$ cat config.mk
export PLATFORM = sky130hd
export DESIGN_NAME = standby_clk_ctrl
export DESIGN_NICKNAME = d
export VERILOG_FILES = /design/src/rtl/sbc_pkg.sv /design/src/rtl/sbc_sync_bank.sv /design/src/rtl/sbc_timer.sv /design/src/rtl/sbc_mode_fsm.sv /design/src/rtl/standby_clk_ctrl.sv
export SDC_FILE = /design/constraint.sdc
export NUM_CORES = 1
export LEC_CHECK = 0
export BUFFER_PORTS_ARGS = -buffer_cell sky130_fd_sc_hd__buf_2
export CAP_MARGIN = 15
export CELL_PAD_IN_SITES_DETAIL_PLACEMENT = 1
export CELL_PAD_IN_SITES_GLOBAL_PLACEMENT = 2
export CORE_MARGIN = 10
export CORE_UTILIZATION = 30
export CTS_CLUSTER_SIZE = 30
export DETAILED_ROUTE_END_ITERATION = 8
export GPL_ROUTABILITY_DRIVEN = 0
export GPL_TIMING_DRIVEN = 0
export PLACE_DENSITY = 0.74
export SLEW_MARGIN = 30
export SYNTH_ARGS = -nofsm -noshare
export SYNTH_HDL_FRONTEND = slang
export SYNTH_SLANG_ARGS = --single-unit
export TNS_END_PERCENT = 50
$ cat constraint.sdc
create_clock -name clk -period 1.3 [get_ports clk]
set_input_delay 0 -clock clk [delete_from_list [all_inputs] [get_ports clk]]
set_output_delay 0 -clock clk [all_outputs]
set_load 0.02 [all_outputs]
$ cat src/rtl/sbc_pkg.sv
package sbc_pkg;

  typedef enum logic {
    MODE_RUN     = 1'b0,
    MODE_STANDBY = 1'b1
  } sbc_mode_e;

  localparam int unsigned SBC_NUM_IRQ_DEF = 6;
  localparam int unsigned SBC_TMR_W_DEF   = 8;
  localparam int unsigned SBC_SYNC_DEF    = 2;

endpackage

$ cat src/rtl/sbc_sync_bank.sv
module sbc_sync_bank #(
  parameter int unsigned WIDTH   = 1,
  parameter int unsigned STAGES  = 2,
  parameter logic        RST_VAL = 1'b1
) (
  input  logic             clk,
  input  logic             rst_n,
  input  logic [WIDTH-1:0] d_in,
  output logic [WIDTH-1:0] q_out
);

  for (genvar b = 0; b < WIDTH; b++) begin : g_bit
    if (STAGES <= 1) begin : g_single
      logic stage_q;
      always_ff @(posedge clk or negedge rst_n) begin
        if (!rst_n) stage_q <= RST_VAL;
        else        stage_q <= d_in[b];
      end
      assign q_out[b] = stage_q;
    end else begin : g_chain
      logic [STAGES-1:0] chain_q;
      always_ff @(posedge clk or negedge rst_n) begin
        if (!rst_n) chain_q <= {STAGES{RST_VAL}};
        else        chain_q <= {chain_q[STAGES-2:0], d_in[b]};
      end
      assign q_out[b] = chain_q[STAGES-1];
    end
  end

endmodule

$ cat src/rtl/sbc_timer.sv
module sbc_timer #(
  parameter int unsigned TMR_W = 8
) (
  input  logic             clk,
  input  logic             rst_n,
  input  logic             tmr_en,
  input  logic [TMR_W-1:0] tmr_cmp,
  input  logic             tmr_ack,
  output logic [TMR_W-1:0] count_q,
  output logic             irq_q
);

  logic hit;

  assign hit = tmr_en && (count_q == tmr_cmp);

  always_ff @(posedge clk or negedge rst_n) begin
    if (!rst_n) count_q <= '0;
    else        count_q <= count_q + TMR_W'(1);
  end

  always_ff @(posedge clk or negedge rst_n) begin
    if (!rst_n)       irq_q <= 1'b0;
    else if (hit)     irq_q <= 1'b1;
    else if (tmr_ack) irq_q <= 1'b0;
  end

endmodule

$ cat src/rtl/sbc_mode_fsm.sv
module sbc_mode_fsm
  import sbc_pkg::*;
(
  input  logic clk,
  input  logic rst_n,
  input  logic wait_req,
  input  logic pend_any,
  input  logic force_run,
  output logic in_standby,
  output logic wake_pulse
);

  sbc_mode_e mode_q, mode_d;
  logic      wake_d;

  always_comb begin
    mode_d = mode_q;
    wake_d = 1'b0;
    if (force_run) begin
      mode_d = MODE_RUN;
    end else begin
      unique case (mode_q)
        MODE_RUN: begin
          if (wait_req && !pend_any) mode_d = MODE_STANDBY;
        end
        MODE_STANDBY: begin
          if (pend_any) begin
            mode_d = MODE_RUN;
            wake_d = 1'b1;
          end
        end
        default: mode_d = MODE_RUN;
      endcase
    end
  end

  always_ff @(posedge clk or negedge rst_n) begin
    if (!rst_n) begin
      mode_q     <= MODE_RUN;
      wake_pulse <= 1'b0;
    end else begin
      mode_q     <= mode_d;
      wake_pulse <= wake_d;
    end
  end

  assign in_standby = (mode_q == MODE_STANDBY);

endmodule

$ cat src/rtl/standby_clk_ctrl.sv
module standby_clk_ctrl
  import sbc_pkg::*;
#(
  parameter int unsigned NUM_IRQ     = SBC_NUM_IRQ_DEF,
  parameter int unsigned TMR_W       = SBC_TMR_W_DEF,
  parameter int unsigned SYNC_STAGES = SBC_SYNC_DEF
) (
  input  logic               clk,
  input  logic               rst_n,
  input  logic               wait_req,
  input  logic [NUM_IRQ-1:0] irq_n,
  input  logic               nmi_n,
  input  logic               ext_req_n,
  input  logic               warm_rst_n,
  input  logic               cold_rst_n,
  input  logic               tmr_en,
  input  logic [TMR_W-1:0]   tmr_cmp,
  input  logic               tmr_ack,
  output logic               pipe_ce,
  output logic               in_standby,
  output logic               wake_pulse,
  output logic [TMR_W-1:0]   tmr_count,
  output logic               tmr_irq,
  output logic               ext_req_seen
);

  localparam int unsigned PIN_W = NUM_IRQ + 2;

  logic [PIN_W-1:0] pins_raw;
  logic [PIN_W-1:0] pins_sync;
  logic             force_run;
  logic             pin_irq_any;
  logic             pend_any;

  // bit layout: irq lines low, then nmi, then external request on top
  assign pins_raw = {ext_req_n, nmi_n, irq_n};

  sbc_sync_bank #(
    .WIDTH   (PIN_W),
    .STAGES  (SYNC_STAGES),
    .RST_VAL (1'b1)
  ) u_sync (
    .clk   (clk),
    .rst_n (rst_n),
    .d_in  (pins_raw),
    .q_out (pins_sync)
  );

  sbc_timer #(
    .TMR_W (TMR_W)
  ) u_timer (
    .clk     (clk),
    .rst_n   (rst_n),
    .tmr_en  (tmr_en),
    .tmr_cmp (tmr_cmp),
    .tmr_ack (tmr_ack),
    .count_q (tmr_count),
    .irq_q   (tmr_irq)
  );

  assign force_run   = !warm_rst_n || !cold_rst_n;
  assign pin_irq_any = !(&pins_sync[NUM_IRQ:0]);
  assign pend_any    = pin_irq_any || tmr_irq;

  sbc_mode_fsm u_fsm (
    .clk        (clk),
    .rst_n      (rst_n),
    .wait_req   (wait_req),
    .pend_any   (pend_any),
    .force_run  (force_run),
    .in_standby (in_standby),
    .wake_pulse (wake_pulse)
  );

  assign pipe_ce      = !in_standby || force_run;
  assign ext_req_seen = !pins_sync[PIN_W-1];

endmodule

==> summary.md <==
| Metric | Value |
|---|---|
| Final min period | about 1.2 ns |
| TNS Setup | 0 ns |
| Final Hold Vio Count | 0 |
| DR pass1 iterations | 3 |
| Slew Limit Headroom | approximately three fifths |
| Core Box Area | 0.00303 sq mm |
| Synth area leaders | dfstp_2 (45%), dfrtp_1 (29%), xnor2_1 (11%) |
| Core Util, Final | a little under half |
| Crit Path Category | reg2reg |
| Nets | 147 |
| Seq/Total Area, Yosys | 73.9% |
| Clock Path Buffers | 2 |
| Commonest non-fill, non-tap cells in the layout | buf_2 (35), dlygate4sd3_1 (21), dfstp_2 (16), xnor2_1 (12), dfrtp_1 (9) |
| F_max | 824 MHz |
| Diode count | 0 |
| R2r setup slk | 0.09 ns |
| Pwr Density | 980 mW/mm^2 |
| Total number of vias | 701 |
| Area of placed instances | around 0.0012 sq mm |
| Largest net degree at the start of global routing | 28 |
| FILL cells | 334 |
| Synthesized instance count | 61 |
| Non-filler cells in the finished layout | approximately 170 |
| HP Class | in2reg |
| # IOs | 36 |
| Max_cap viols | 0 |
| Layout cells sized above 1 | 48.4% |
| Metal-1 WL | 924 microns |
| Clk sinks | 27 |
| Syn Nets | 85 |
| Status | complete, no violations |
| Net Sw Power | 308 uW |
| Cell area after synthesis | roughly 940 sq um |
| Width of the die | 76.0 microns |
| Maximum VDD drop | 0.574 mV |
| Dominant cell type by area after synthesis | dfstp_2 |
| H-Tree Depth | 1 |
| Static leakage | between 0.0006 and 0.0007 uW |
| Storage element area | 698 sq um |
| Clock root buffer master | clkbuf_4 |
| CTS clk-pin slew, worst paths | approximately 0.16 ns |
| Fin Clk Skew | 0.0102 ns |
| Synth warnings | 0 |
| Detail-routed via count per cell | 4.22 |
| Commonest non-fill, non-tap cell in the layout | buf_2 |
| Pint | 1090 uW |
| Die area | between 0.005 and 0.006 sq mm |
| Max Slew Vio Count | 0 |
| Library cells used by synthesis | 15 |
| Starting Density | 31.1% |
| CP startpoint kind | flip-flop |
| Yosys reg bits | 27 |
| First-pass GRT wire length | 4110 microns |
| Crit end category | flip-flop |
| Skew-Pair Late Insertion Delay | 0.32 ns |
| Final period util | 93.3% |
| Initial antenna violation count | 0 |
| WL per Instance | 14.6 microns |
| Area share of the largest cell type after synthesis | 44.7% |
| Seq pwr share | 64.0% |
| Placed insts | 140 |
| CTS tree | built |
| Top Metal Used | met4 |
| Area of the multi-input gates | 234 sq um |
| Row cnt | 20 |
| Design area | 0.00142 sq mm |
| # setup viols final | 0 |
| Num CTS Buffers | 3 |
| Die height | about 76 microns |
| DR iter-0 viols | 28 |
| Sw frac | 22.1% |
| Met3 wire len | about 93 microns |
| Vias in the first global route | 837 |
| RSZ-0062 raised after global routing | false |
| Mean Syn Cell Area | between 15 and 20 sq um |
| Met2 routed WL | between 1000 and 1500 microns |
| Required time worst endpoint | 1.55 ns |
| GRT Residual Overflow | 0 |
| IO Port Bufs | 35 |
| Clock Power Share | 27.2% |
| Gr usage total | 8.44% |
| DRC viols | 0 |
| Gate power share | 8.8% |
| Tot Pwr | about 1400 uW |
| Worst-margin pin slew | 0.578 ns |
| Crit-path max FO | 5 |
| ANT nets after route | 0 |
| Synthesis-to-finish area growth | 51.2% |
| Drt total wl | 2430 microns |
| Worst Path Arrival | 1.46 ns |
## state kept, by name (all words and copies together) (netlist names)
register / count
u_sync.g_bit.g_chain.chain_q: 16
u_timer.count_q: 8
u_fsm.in_standby: 1
u_fsm.wake_pulse: 1
u_timer.irq_q: 1
## through the flow
step                      setup slack (ns)  hold WS, ns
after floorplan                     0.0289       -0.296
after global placement               0.121       0.0144
after detailed placement            0.0744       0.0401
after CTS                           0.0511      0.00324
after global routing                0.0127       0.0336
final                               0.0871       0.0124
## Yosys cell counts
cell / number
o2111a_1: 1
nand3_1: 4
inv_1: 3
ha_1: 1
dfrtp_1: 11
nand2_1: 2
nor2_1: 2
nand4b_1: 1
and3_2: 1
and4_1: 1
o32ai_1: 1
nand4_1: 3
dfstp_2: 16
xor2_1: 2
xnor2_1: 12
## timing repair
item                       4_1_cts  5_1_grt
buffers inserted                 0        1
resized for setup                0        2
hold endpoints to repair        22        0
setup endpoints to repair        0        1
hold buffers                    21        0
## path summary, 6_finish.rpt
check                                                              from                                            to  cells after the start
min in group asynchronous                                         rst_n                     u_timer.irq_q$_DFFE_PN0P_                      2
min                                                          tmr_cmp[0]                     u_timer.irq_q$_DFFE_PN0P_                      4
min reg2reg                u_sync.g_bit[2].g_chain.chain_q[0]$_DFF_PN1_  u_sync.g_bit[2].g_chain.chain_q[1]$_DFF_PN1_                      0
max reg2reg                                u_timer.count_q[0]$_DFF_PN0_                  u_timer.count_q[6]$_DFF_PN0_                      4
max in group asynchronous                                         rst_n                  u_timer.count_q[0]$_DFF_PN0_                      2
max                                        u_timer.count_q[0]$_DFF_PN0_                  u_timer.count_q[6]$_DFF_PN0_                      4
## layer usage
layer | vias up | global-route usage (%)
met5 | - | 0
li1 | 329 | -
met4 | 0 | 3.41
met2 | 15 | 16.3
met3 | 2 | 1.65
met1 | 355 | 8.50
## cells by family (layout without fill, tap and decap cells)
| group | count (synthesis) | after routing | synth area share (%) |
|---|---|---|---|
| and+or+nand+nor | 14 | 14 | 8.38 |
| buffers and inverters | 3 | 64 | 1.20 |
| adders and majority gates | 1 | 1 | 1.33 |
| AOI/OAI and AO/OA | 2 | 2 | 2.13 |
| DFF | 27 | 27 | 73.9 |
| xor gates and xnor gates | 14 | 14 | 13.0 |
## power groups by stage
stage | logic [uW] | registers [uW] | clock network (uW)
6_report | 122 | 893 | 379
5_1_grt | 136 | 895 | 445
4_1_cts | 122 | 894 | 407
3_5_place_dp | 73.6 | 908 | 0
3_3_place_gp | 70.3 | 905 | 0
2_1_floorplan | 17.2 | 904 | 0
## critical path, stage by stage (launching register included)
cell     delay, ns
dfrtp_2       0.46
ha_1          0.23
and3_2        0.23
nand3_1       0.10
xnor2_1       0.12
## layout make-up
| cell class | instances | area share, % |
|---|---|---|
| Sequential cell | 27 | 49.1 |
| Timing Repair Buffer | 57 | 27.6 |
| Multi-Input combinational cell | 31 | 16.4 |
| Tap cell | 44 | 3.87 |
| Clock buffer | 3 | 1.58 |
| Inverter | 3 | 0.792 |
| Clock inverter | 1 | 0.616 |
Note: power is estimated with default switching activity, not from simulation.
